===== src/rtl/uart_regctl_pkg.sv =====
package uart_regctl_pkg;

    localparam logic [5:0] OFS_MODE    = 6'h00;
    localparam logic [5:0] OFS_STAT    = 6'h04;
    localparam logic [5:0] OFS_CMD     = 6'h08;
    localparam logic [5:0] OFS_DATA    = 6'h0C;
    localparam logic [5:0] OFS_INT     = 6'h14;
    localparam logic [5:0] OFS_BAUD_HI = 6'h18;
    localparam logic [5:0] OFS_BAUD_LO = 6'h1C;

    typedef enum logic [1:0] {
        DIR_KEEP = 2'd0,
        DIR_ON   = 2'd1,
        DIR_OFF  = 2'd2,
        DIR_RSVD = 2'd3
    } dir_op_e;

    typedef struct packed {
        logic    ptr_home;
        logic    rx_reset;
        logic    tx_reset;
        logic    brk_ack;
        dir_op_e tx_op;
        dir_op_e rx_op;
    } cmd_t;

endpackage


===== src/rtl/uart_cmd_decode.sv =====
module uart_cmd_decode
    import uart_regctl_pkg::*;
(
    input  logic [6:0] cmd_byte,
    output cmd_t       cmd
);

    logic [2:0] misc;

    always_comb begin
        misc         = cmd_byte[6:4];
        cmd.ptr_home = (misc == 3'd1);
        cmd.rx_reset = (misc == 3'd2);
        cmd.tx_reset = (misc == 3'd3);
        cmd.brk_ack  = (misc == 3'd5);
        cmd.tx_op    = dir_op_e'(cmd_byte[3:2]);
        cmd.rx_op    = dir_op_e'(cmd_byte[1:0]);
    end

endmodule


===== src/rtl/uart_rx_queue.sv =====
module uart_rx_queue #(
    parameter int DEPTH = 4,
    parameter int CNT_W = $clog2(DEPTH + 1)
) (
    input  logic             clk,
    input  logic             rst_n,
    input  logic             flush,
    input  logic             pop,
    input  logic             push,
    input  logic [7:0]       din,
    output logic [7:0]       head,
    output logic [CNT_W-1:0] count
);

    localparam logic [CNT_W-1:0] FULL_CNT = CNT_W'(DEPTH);

    typedef struct packed {
        logic [DEPTH-1:0][7:0] slot;
        logic [CNT_W-1:0]      cnt;
    } rxq_t;

    rxq_t q_d, q_q;

    always_comb begin
        q_d = q_q;
        if (flush) begin
            q_d.cnt = '0;
        end else begin
            if (pop && (q_q.cnt != '0)) begin
                for (int i = 0; i < DEPTH - 1; i++) begin
                    q_d.slot[i] = q_q.slot[i+1];
                end
                q_d.cnt = q_q.cnt - 1'b1;
            end
            if (push) begin
                if (q_d.cnt == FULL_CNT) begin
                    q_d.slot[DEPTH-1] = din;
                end else begin
                    for (int i = 0; i < DEPTH; i++) begin
                        if (q_d.cnt == CNT_W'(i)) begin
                            q_d.slot[i] = din;
                        end
                    end
                    q_d.cnt = q_d.cnt + 1'b1;
                end
            end
        end
    end

    always_ff @(posedge clk) begin
        if (!rst_n) begin
            q_q <= '0;
        end else begin
            q_q <= q_d;
        end
    end

    assign head  = q_q.slot[0];
    assign count = q_q.cnt;

endmodule


===== src/rtl/uart_regctl.sv =====
module uart_regctl
    import uart_regctl_pkg::*;
#(
    parameter int          RXQ_DEPTH = 4,
    parameter logic [7:0]  BAUD_HI   = 8'h00,
    parameter logic [7:0]  BAUD_LO   = 8'h00
) (
    input  logic       clk,
    input  logic       rst_n,
    input  logic       sel,
    input  logic       we,
    input  logic [5:0] addr,
    input  logic [7:0] wdata,
    output logic [7:0] rdata,
    output logic       tx_valid,
    output logic [7:0] tx_data,
    input  logic       rx_push,
    input  logic [7:0] rx_byte,
    input  logic       rx_break,
    output logic       rx_ready,
    output logic       irq
);

    localparam int               CNT_W    = $clog2(RXQ_DEPTH + 1);
    localparam logic [CNT_W-1:0] FULL_CNT = CNT_W'(RXQ_DEPTH);

    typedef struct packed {
        logic [7:0] mode0;
        logic [7:0] mode1;
        logic       ptr;
        logic [7:0] imr;
        logic       brk_seen;
        logic       tx_on;
        logic       rx_on;
        logic       tx_empty;
        logic [7:0] hold;
        logic [7:0] rdata;
        logic       tx_fire;
    } regs_t;

    regs_t            s_d, s_q;
    cmd_t             cmd;
    logic [7:0]       rxq_head;
    logic [CNT_W-1:0] rxq_cnt;
    logic             wr_acc, rd_acc;
    logic             rx_avail, rx_full;
    logic             rxq_flush, rxq_pop, rxq_push;
    logic [7:0]       rxq_din;
    logic [7:0]       status, int_stat, imr_now;

    uart_cmd_decode u_dec (
        .cmd_byte (wdata[6:0]),
        .cmd      (cmd)
    );

    uart_rx_queue #(.DEPTH(RXQ_DEPTH), .CNT_W(CNT_W)) u_rxq (
        .clk   (clk),
        .rst_n (rst_n),
        .flush (rxq_flush),
        .pop   (rxq_pop),
        .push  (rxq_push),
        .din   (rxq_din),
        .head  (rxq_head),
        .count (rxq_cnt)
    );

    always_comb begin
        wr_acc    = sel && we;
        rd_acc    = sel && !we;
        rx_avail  = (rxq_cnt != '0);
        rx_full   = (rxq_cnt == FULL_CNT);
        rx_ready  = s_q.rx_on && !rx_full;
        status    = {4'b0000, s_q.tx_empty, s_q.tx_on, rx_full, rx_avail};
        int_stat  = {5'b00000, s_q.brk_seen,
                     (s_q.mode0[6] ? rx_full : rx_avail), s_q.tx_on};
        rxq_flush = wr_acc && (addr == OFS_CMD) && cmd.rx_reset;
        rxq_pop   = rd_acc && (addr == OFS_DATA);
        rxq_push  = rx_break || (rx_push && rx_ready);
        rxq_din   = rx_break ? 8'h00 : rx_byte;
    end

    always_comb begin
        s_d         = s_q;
        s_d.tx_fire = 1'b0;
        s_d.rdata   = 8'h00;

        if (rd_acc) begin
            case (addr)
                OFS_MODE:    s_d.rdata = s_q.ptr ? s_q.mode1 : s_q.mode0;
                OFS_STAT:    s_d.rdata = status;
                OFS_DATA:    s_d.rdata = rx_avail ? rxq_head : 8'h00;
                OFS_INT:     s_d.rdata = int_stat;
                OFS_BAUD_HI: s_d.rdata = BAUD_HI;
                OFS_BAUD_LO: s_d.rdata = BAUD_LO;
                default:     s_d.rdata = 8'h00;
            endcase
        end

        if (wr_acc) begin
            case (addr)
                OFS_MODE: begin
                    if (s_q.ptr) s_d.mode1 = wdata;
                    else         s_d.mode0 = wdata;
                    s_d.ptr = 1'b1;
                end
                OFS_CMD: begin
                    if (cmd.ptr_home) s_d.ptr = 1'b0;
                    if (cmd.rx_reset) s_d.rx_on = 1'b0;
                    if (cmd.tx_reset) begin
                        s_d.tx_on    = 1'b0;
                        s_d.tx_empty = 1'b1;
                    end
                    if (cmd.brk_ack) s_d.brk_seen = 1'b0;
                    case (cmd.tx_op)
                        DIR_ON: begin
                            s_d.tx_on = 1'b1;
                            if (!s_d.tx_empty) begin
                                s_d.tx_fire  = 1'b1;
                                s_d.tx_empty = 1'b1;
                            end
                        end
                        DIR_OFF: s_d.tx_on = 1'b0;
                        default: ;
                    endcase
                    case (cmd.rx_op)
                        DIR_ON:  s_d.rx_on = 1'b1;
                        DIR_OFF: s_d.rx_on = 1'b0;
                        default: ;
                    endcase
                end
                OFS_DATA: begin
                    s_d.hold = wdata;
                    if (s_q.tx_on) begin
                        s_d.tx_fire  = 1'b1;
                        s_d.tx_empty = 1'b1;
                    end else begin
                        s_d.tx_empty = 1'b0;
                    end
                end
                OFS_INT: s_d.imr = wdata;
                default: ;
            endcase
        end

        if (rx_break) s_d.brk_seen = 1'b1;
    end

    always_ff @(posedge clk) begin
        if (!rst_n) begin
            s_q          <= '0;
            s_q.tx_empty <= 1'b1;
        end else begin
            s_q <= s_d;
        end
    end

    assign imr_now  = s_q.imr;
    assign rdata    = s_q.rdata;
    assign tx_valid = s_q.tx_fire;
    assign tx_data  = s_q.hold;
    assign irq      = |(int_stat & s_q.imr);

endmodule


===== config.mk =====
export PLATFORM = sky130hd
export DESIGN_NAME = uart_regctl
export DESIGN_NICKNAME = d
export VERILOG_FILES = /design/src/rtl/uart_regctl_pkg.sv /design/src/rtl/uart_cmd_decode.sv /design/src/rtl/uart_rx_queue.sv /design/src/rtl/uart_regctl.sv
export SDC_FILE = /design/constraint.sdc
export NUM_CORES = 1
export LEC_CHECK = 0
export BUFFER_PORTS_ARGS = -buffer_cell sky130_fd_sc_hd__buf_2
export CELL_PAD_IN_SITES_DETAIL_PLACEMENT = 1
export CELL_PAD_IN_SITES_GLOBAL_PLACEMENT = 2
export CORE_UTILIZATION = 30
export CTS_BUF_LIST = sky130_fd_sc_hd__clkbuf_4
export DETAILED_ROUTE_END_ITERATION = 16
export PLACE_DENSITY = 0.69
export SLEW_MARGIN = 20
export SYNTH_ARGS = -nofsm -noshare
export SYNTH_HDL_FRONTEND = slang
export SYNTH_SLANG_ARGS = --single-unit

===== constraint.sdc =====
create_clock -name clk -period 2.4 [get_ports clk]
set_input_delay 0.36 -clock clk [delete_from_list [all_inputs] [get_ports clk]]
set_output_delay 0.36 -clock clk [all_outputs]
set_load 0.02 [all_outputs]

# Yosys cells after proc, flatten, opt, wreduce, memory -nomap -nowiden
# Index checks and enable logic that the tools add are counted.
# totals
ff_bits	81
in_bits	28
out_inout_bits	19
word_cells	110
# classes
n_addsub	2
n_eq_ne	18
muxes	34
bitwise_logic	4
n_reduce_logical	36
# ops
operator	count
27-bit two-way mux	4
8-bit two-way mux	9
8-bit case mux with 4 select lines	1
3-bit AND reduction	7
1-bit two-way mux	13
3-bit by 2-bit equality test with 1-bit output (second input constant)	4
6-bit by 4-bit equality test with 1-bit output (second input constant)	2
12-bit two-way mux	1
2-bit nonzero test	6
1-bit case mux with 2 select lines	5
2-bit AND reduction	5
3-bit equality test (second input constant)	3
3-bit nonzero test	3
3-bit by 8-bit AND with 8-bit output	1
1-bit logical AND	8
8-bit OR reduction	1
3-bit by 1-bit equality test with 1-bit output (second input constant)	2
6-bit by 3-bit equality test with 1-bit output (second input constant)	1
6-bit by 5-bit equality test with 1-bit output (second input constant)	1
6-bit logical NOT	1
2-bit by 1-bit equality test with 1-bit output (second input constant)	2
2-bit equality test (second input constant)	2
3-bit by 1-bit adder with 3-bit output (second input constant)	1
3-bit logical NOT	1
7 further kinds	10

# Longest topological paths before layout
# Gate-level depths: netlist of run 1.
# logic_depth
ltp_word	10
ltp_mapped	10
mapped_depth_nobuf	8

# Hierarchy
# Synthesis of run 1 repeated with hierarchy kept, for this count alone.
# unflattened
hier_cells	490
area_unflattened_um2	4256.6
# modules_own_cells
module	n_inst	cells_per_inst	area_per_inst_um2	seq_area_each_um2
uart_rx_queue	1	248	2133.3	700.7
uart_regctl	1	234	2058.2	820.8
uart_cmd_decode	1	8	65.1	0.0

# Least setup slack after synthesis of run 1
# Ideal clock, no wire load.
# synth_path
path_type	input to register
startpoint	input port addr[5]
endpoint	register u_rxq.q_q (netlist bit u_rxq.head[5])
setup_time_ns	0.120
arrival_ns	2.489
t_required_ns	2.280
setup_slack_ns	-0.208
cell_stages	9
path_buffers	3
cell_sequence	or3_1 -> buf_6 -> or4_1 -> buf_6 -> o311ai_4 -> and2_4 -> buf_8 -> a221oi_1 -> a211o_1
# synth_between
elab_chain_len	9
word_cells_on_any_way	13
classes_between	eq/ne (3); mux (5); reduce/logical (5)
# synth_rtl
item	line	text
from (decl)	uart_regctl.sv:12	input logic [5:0] addr,
6-bit by 4-bit equality test with 1-bit output	uart_regctl.sv:77	rxq_pop = rd_acc && (addr == OFS_DATA);
1-bit logical AND	uart_regctl.sv:77	
1-bit logical AND	uart_rx_queue.sv:29	if (pop && (q_q.cnt != '0)) begin
27-bit two-way mux	uart_rx_queue.sv:29	
27-bit two-way mux	uart_rx_queue.sv:26	if (flush) begin
3-bit logical NOT	uart_rx_queue.sv:40	if (q_d.cnt == CNT_W'(i)) begin
8-bit two-way mux	uart_rx_queue.sv:40	
27-bit two-way mux	uart_rx_queue.sv:36	if (q_d.cnt == FULL_CNT) begin
27-bit two-way mux	uart_rx_queue.sv:35	if (push) begin
to (signal assigned)	uart_rx_queue.sv:54	q_q <= q_d;
to (decl)	uart_rx_queue.sv:22	rxq_t q_d, q_q;
# Parallel ways exist; a longest one is shown, timed or not. The select of a mux whose other input is x is not followed.
# A chain may end at the register's enable or synchronous reset.

# Final worst setup path of run 1
# layout_path
startpoint	register u_rxq.q_q (netlist bit u_rxq.count[1])
endpoint	output port irq
# layout_between
elab_chain_len	4
word_cells_on_any_way	5
classes_between	eq/ne (1); mux (1); bitwise (1); reduce/logical (2)
# layout_rtl
item	line	text
3-bit equality test / 3-bit nonzero test (equally long branches)	uart_regctl.sv:71, uart_regctl.sv:70	
1-bit two-way mux (*)	uart_regctl.sv:75	(s_q.mode0[6] ? rx_full : rx_avail), s_q.tx_on};
3-bit by 8-bit AND with 8-bit output (*)	uart_regctl.sv:161	assign irq = |(int_stat & s_q.imr);
8-bit OR reduction (*)	uart_regctl.sv:161	
to (decl)	uart_regctl.sv:21	output logic irq
# Every way passes the cells marked *; elsewhere a longest branch is shown, timed or not.

==> metrics, run 1 <==
Setup crit end=irq; row cnt=42; register area share after synthesis=36.83%; commonest non-fill, non-tap cell in the layout=dfxtp_1; Post-Layout Cell Count=710; Power Density=533.2 nW/µm²; EDFF count, synth=0; Net Switching=0.8050 mW; outcome=completed; CTS sink cnt=76; Crit Path Class=flop to primary output; worst r2r src=u_rxq.count[1]$_SDFF_PP0_; first-pass GRT wire length=20,490 µm; clock latency on the worst-skew pair=0.47 ns; WL/cell=17.45 µm; post-synthesis async set-or-reset flop share=0%; worst r2r dst=u_rxq.head[4]$_SDFFE_PN0N_; Tightest Pin Transition=0.7012 ns; Synth cell types=61; FF+latch count, synth=76; initial antenna violation count=0; Initial Util=30.95%; Cell Area, Synth=4131 µm²; P_int=1.852 mW; DP Area=4747 µm²; Min-Delay Path Class=input pin to flop; max-cap violation count=0; via count=3,703; Inserted Clock Buffers=9; port bufs=46; DRC=0; relative slew slack=53.21%; Gate Count Post-Synth=467; net total in the final layout=559; final setup fails=0; HPWL after DPL=9140 µm; Antenna Violating Nets Remaining=0; commonest cells after routing, fill and taps aside=dfxtp_1 (74), nand2_1 (49), buf_2 (45), buf_4 (45), nor2b_1 (38); LEAKAGE=1.940 nW; Final Wtd Congestion=0.8080; crit path time final=2.355 ns; number of vias per cell=5.215; Setup TNS=0 ns; Antenna diodes=0; Layout Skew=0.005948 ns; total gr overflow=0; core box area=13,350 µm²; I/O pin cnt=47; fin util=37.34%; CP endpoint kind=primary output; Worst Reg-to-Reg Cells=8; area grow syn2layout=20.62%; largest net degree at the start of global routing=26; clock share of power=31.4%; Synth warnings=0; TritonCTS clock tree=yes; clock-pin slew on the worst setup and hold paths=0.13 ns; Die Ht=119.4 µm; Required @ worst endpoint=2.04 ns; Root Driver=clkbuf_4; maximum VDD drop=0.1893 mV; DRT iter0 DRCs=189; Placed Cells=691; syn avg cell area=8.847 µm²; Final Cell Area=4984 µm²; CTS H-tree lvls=3; Slew Viols, Final=0; register share of total power=50.4%; RSZ-0062 raised after global routing=true; GRT Overall Usage=18.50%; Synth Flop Type=dfxtp_1; Die W=119.4 µm; Sw Ratio=30.29%; Reg2Reg Setup Slack=0.05 ns; Detailed Route WL=12,390 µm; fin crit share=98.11%; DR pass1 iterations=4; vias in the first global route=3,917; share of cells above drive strength 1=27.72%; Critical Path Start=u_rxq.count[1]$_SDFF_PP0_; Net Count, Synth=497; clk buf depth=2; final hold vios=0; worst path arrival time=1.99 ns; crit-path max FO=3; die area=14,240 µm²; Fmax achieved=0.4247 GHz; CTS Hold Buffers Added=0; CP Launch Type=flop; Comb pwr share=18.2%
-- power groups by stage --
stage	clock (mW)	sequential, mW	combinational [mW]
CTS	0.856	1.34	0.480
finish	0.834	1.34	0.485
global route	0.915	1.34	0.528
global placement	0	1.36	0.446
detailed placement	0	1.36	0.456
floorplan	0	1.36	0.293
-- worst min path at each step --
stage	start	end	slack (ns)	cells past startpoint
CTS	wdata[7]	tx_data[7]$_SDFFE_PN0P_	0.17	3
global placement	tx_data[3]$_SDFFE_PN0P_	tx_data[3]$_SDFFE_PN0P_	0.45	2
floorplan	tx_data[7]$_SDFFE_PN0P_	tx_data[7]$_SDFFE_PN0P_	0.44	2
global route	wdata[7]	tx_data[7]$_SDFFE_PN0P_	0.17	3
finish	wdata[7]	tx_data[7]$_SDFFE_PN0P_	0.18	3
detailed placement	tx_data[2]$_SDFFE_PN0P_	tx_data[2]$_SDFFE_PN0P_	0.46	2
-- layer usage --
metal	GRT usage, %	part of all wire [%]	vias up
li1	-	-	1809
met1	23.83	47	1813
met2	30.63	48	61
met4	7.578	2.1	0
met5	0	0	-
met3	2.969	2.8	20
-- cells in the mapped netlist (3+ instances only) --
cell type / n / area [µm²]
inv_1: 11 / 41.29
nand2b_1: 4 / 25.02
a21boi_0: 8 / 60.06
a21o_1: 6 / 45.04
a21oi_1: 17 / 85.08
a32oi_1: 13 / 113.9
o22ai_1: 4 / 25.02
dfxtp_1: 76 / 1521
nand3_1: 24 / 120.1
a211o_1: 6 / 52.55
o21ai_0: 6 / 30.03
and2_1: 4 / 25.02
nor2b_1: 39 / 244.0
a22o_1: 8 / 70.07
a211oi_1: 3 / 22.52
mux2_2: 7 / 78.83
nand2_1: 51 / 191.4
buf_4: 16 / 120.1
nor3_1: 7 / 35.03
a221oi_1: 14 / 122.6
and3_1: 4 / 25.02
xnor2_1: 5 / 43.79
a31oi_1: 3 / 18.77
a32o_1: 3 / 30.03
mux2i_1: 31 / 310.3
a22oi_1: 6 / 45.04
clkbuf_1: 25 / 93.84
nor2_1: 23 / 86.33
-- through the flow --
| stage | hold slack [ns] | total power [mW] | setup slack (ns) |
|---|---|---|---|
| 2_1_floorplan | 0.4438 | 1.649 | -0.01817 |
| 3_3_place_gp | 0.4466 | 1.808 | -0.2674 |
| 3_5_place_dp | 0.4583 | 1.821 | -0.2903 |
| 4_1_cts | 0.1685 | 2.674 | -0.01080 |
| 5_1_grt | 0.1675 | 2.789 | -0.08870 |
| 6_report | 0.1810 | 2.657 | 0.04538 |
-- registers in the layout, summed over array words and instances, names as in the netlist --
signal and count:
u_rxq.q_q 24, s_q 19, rdata 8, tx_data 8, u_rxq.head 8, imr_now 3, u_rxq.count 3, int_stat 2
tx_valid 1
-- worst max-delay path: stages (launching register included) --
cell and delay [ns]:
dfxtp_2 0.37, inv_4 0.04, ha_4 0.15, buf_6 0.12, nand2_4 0.05, buf_6 0.09
o21ai_2 0.04, a222oi_1 0.36, inv_1 0.14, buf_6 0.16
-- kinds of logic (layout without fill, tap and decap cells) --
family / Yosys count / count (layout) / synth area share, %
muxes: 40 / 40 / 10.51
buffers and inverters: 57 / 124 / 7.298
xor gates and xnor gates: 5 / 5 / 1.060
DFF: 76 / 76 / 36.83
adders and majority gates: 2 / 2 / 0.6056
AOI/OAI and AO/OA: 112 / 112 / 21.41
and+or+nand+nor: 175 / 175 / 22.29
-- area by class of cell --
class                      count  area [µm²]
clock buffer                  10       75.07
clock inverter                 6       63.81
fill                        1608        8364
inverter                      11       43.79
multi-input combinational    334        2380
sequential                    76        1524
tap                          176       220.2
timing repair buffer          97       676.9
-- timing repair --
action	in CTS	in global routing
endpoints found under the setup margin	8	6
gates resized for setup	13	4
setup buffers	3	0
pin swaps	4	0
No activity file was read; power rests on OpenSTA's default activity.
==> inputs of run 2 (changes only) <==
- CTS_BUF_LIST: sky130_fd_sc_hd__clkbuf_4 -> sky130_fd_sc_hd__clkbuf_4 sky130_fd_sc_hd__clkbuf_8 sky130_fd_sc_hd__clkbuf_16
==> run 2 against run 1 <==
- via count decreased by 0.84%
- sequential power about the same
- wire length decreased by 0.69%
- largest power group is now clock
- non-clock buffer count decreased by 2
- critical path depth unchanged
==> metrics, run 2 (synthesized netlist as in run 1, its figures left out) <==
Post-Layout Cell Count=708 (was 710); commonest non-fill, non-tap cell in the layout=dfxtp_1 (unchanged); clock-pin slew on the worst setup and hold paths=0.06 ns (was 0.13 ns); Net Switching=0.8581 mW (was 0.8050 mW); Hold EP=tx_data[7]$_SDFFE_PN0P_ (unchanged); start point of the worst hold path=wdata[7] (unchanged); clk buf depth=2 (unchanged); Power Density=628.3 nW/µm² (was 533.2 nW/µm²); Largest register FFs=24 (unchanged); Tightest Pin Transition=0.7066 ns (was 0.7012 ns); Placed Cells=691 (unchanged); P_int=2.368 mW (was 1.852 mW); total gr overflow=0 (unchanged); Initial Util=30.95% (unchanged); maximum VDD drop=0.2927 mV (was 0.1893 mV); Critical Path Start=u_rxq.count[1]$_SDFF_PP0_ (unchanged); worst hold slack=0.3189 ns (was 0.1810 ns); Antenna diodes=0 (unchanged); CP endpoint kind=primary output (unchanged); vias in the first global route=3,906 (was 3,917); WHS Path Cells=3 (unchanged); core box area=13,350 µm² (unchanged); TritonCTS clock tree=yes (unchanged); DR pass1 iterations=4 (unchanged); clock latency on the worst-skew pair=0.35 ns (was 0.47 ns); HPWL after DPL=9140 µm (unchanged); final setup fails=0 (unchanged); area grow syn2layout=24.29% (was 20.62%); WL/cell=17.37 µm (was 17.45 µm); DRC=0 (unchanged); initial antenna violation count=0 (unchanged); Top Registers=u_rxq.q_q (24), s_q (19) (unchanged); Biggest register=u_rxq.q_q (unchanged); relative slew slack=52.85% (was 53.21%); Root Driver=clkbuf_16 (was clkbuf_4); CTS H-tree lvls=3 (unchanged); GRT Overall Usage=18.55% (was 18.50%); outcome=completed (unchanged); CTS Hold Buffers Added=0 (unchanged); dpl ws=-0.2903 ns (unchanged); Die W=119.4 µm (unchanged); final hold vios=0 (unchanged); Detailed Route WL=12,300 µm (was 12,390 µm); Reg2Reg Setup Slack=0.10 ns (was 0.05 ns); Min-Delay Path Class=input pin to flop (unchanged); Antenna Violating Nets Remaining=0 (unchanged); via count=3,672 (was 3,703); register share of total power=41.5% (was 50.4%); fin crit share=96.14% (was 98.11%); Slew Viols, Final=0 (unchanged); Comb pwr share=14.9% (was 18.2%); Sw Ratio=26.60% (was 30.29%); die area=14,240 µm² (unchanged); Setup TNS=0 ns (unchanged); worst path arrival time=1.95 ns (was 1.99 ns); largest net degree at the start of global routing=26 (unchanged); first-pass GRT wire length=20,530 µm (was 20,490 µm); Inserted Clock Buffers=9 (unchanged); number of vias per cell=5.186 (was 5.215); Crit Path Class=flop to primary output (unchanged); Fmax achieved=0.4334 GHz (was 0.4247 GHz); clock share of power=43.6% (was 31.4%); DRT iter0 DRCs=182 (was 189); RSZ-0062 raised after global routing=true (unchanged); final worst slack=0.09260 ns (was 0.04538 ns); Worst Reg-to-Reg Cells=8 (unchanged); CP Launch Type=flop (unchanged); commonest cells after routing, fill and taps aside=dfxtp_1 (74), nand2_1 (49), buf_2 (45), buf_4 (43), nor2b_1 (38) (was dfxtp_1 (74), nand2_1 (49), buf_2 (45), buf_4 (45), nor2b_1 (38)); Final Wtd Congestion=0.8080 (unchanged); LEAKAGE=2.007 nW (was 1.940 nW); I/O pin cnt=47 (unchanged); worst r2r dst=u_rxq.head[4]$_SDFFE_PN0N_ (unchanged); CTS sink cnt=76 (unchanged); port bufs=46 (unchanged); Required @ worst endpoint=2.04 ns (about the same); crit-path max FO=5 (was 3); max-cap violation count=0 (unchanged); crit path time final=2.307 ns (was 2.355 ns); Die Ht=119.4 µm (unchanged); Layout Skew=0.004670 ns (was 0.005948 ns); net total in the final layout=557 (was 559); row cnt=42 (unchanged); share of cells above drive strength 1=27.63% (was 27.72%); worst r2r src=u_rxq.count[1]$_SDFF_PP0_ (unchanged)
==> run 2: cell type report <==
type / count / area [µm²]
fill: 1603 / 8213
multi-input combinational: 334 / 2379
sequential: 76 / 1524
timing repair buffer: 95 / 661.9
clock buffer: 11 / 246.5
tap: 176 / 220.2
clock inverter: 5 / 60.06
inverter: 11 / 43.79
==> run 2: worst max path at each step <==
stage                     slack (ns)  depth (start not counted)                         end
after floorplan                -0.02                          8  u_rxq.head[5]$_SDFFE_PN0N_
after global placement         -0.27                          8  u_rxq.q_q[34]$_SDFFE_PN0P_
after detailed placement       -0.29                          8  u_rxq.q_q[28]$_SDFFE_PN0P_
after CTS                       0.01                          9                         irq
after global routing           -0.01                          8  u_rxq.head[6]$_SDFFE_PN0N_
final                           0.09                          9                         irq
==> run 2: power by group through the flow <==
stage / clock (mW) / combinational (mW) / sequential [mW]
final: 1.41 / 0.480 / 1.34
after detailed placement: 0 / 0.456 / 1.36
after global routing: 1.50 / 0.526 / 1.34
after global placement: 0 / 0.446 / 1.36
after CTS: 1.45 / 0.461 / 1.34
after floorplan: 0 / 0.293 / 1.36
==> run 2: worst max-delay path, cell delays in order (launching register included) <==
cell and delay [ns]:
dfxtp_2 0.35, inv_4 0.05, ha_4 0.15, buf_6 0.12
nand2_4 0.06, buf_6 0.10, o21ai_2 0.04, a222oi_1 0.42
inv_1 0.15, buf_6 0.16
==> run 2: timing repair <==
| action | 4_1_cts | 5_1_grt |
|---|---|---|
| pin swaps | 1 | 2 |
| gates resized for setup | 5 | 12 |
| setup endpoints to repair | 5 | 26 |
| setup buffers | 0 | 1 |
| cloned | 0 | 0 |
==> run 2: per-layer routing <==
layer | wire [µm] | up-vias | track usage, %
met1 | 5758 | 1795 | 23.95
met3 | 421 | 15 | 3.975
met2 | 5899 | 50 | 30.45
met4 | 221 | 0 | 6.406
li1 | - | 1812 | -
met5 | 0 | - | 0
==> run 2: stage by stage <==
stage | cell area [µm²] | power [mW] | util [%]
finish | 5135 | 3.226 | 38.47
global route | 5135 | 3.375 | 38.47
CTS | 5066 | 3.248 | 37.95
detailed placement | 4747 | 1.821 | 35.56
global placement | 4747 | 1.808 | 35.56
floorplan | 4160 | 1.649 | -
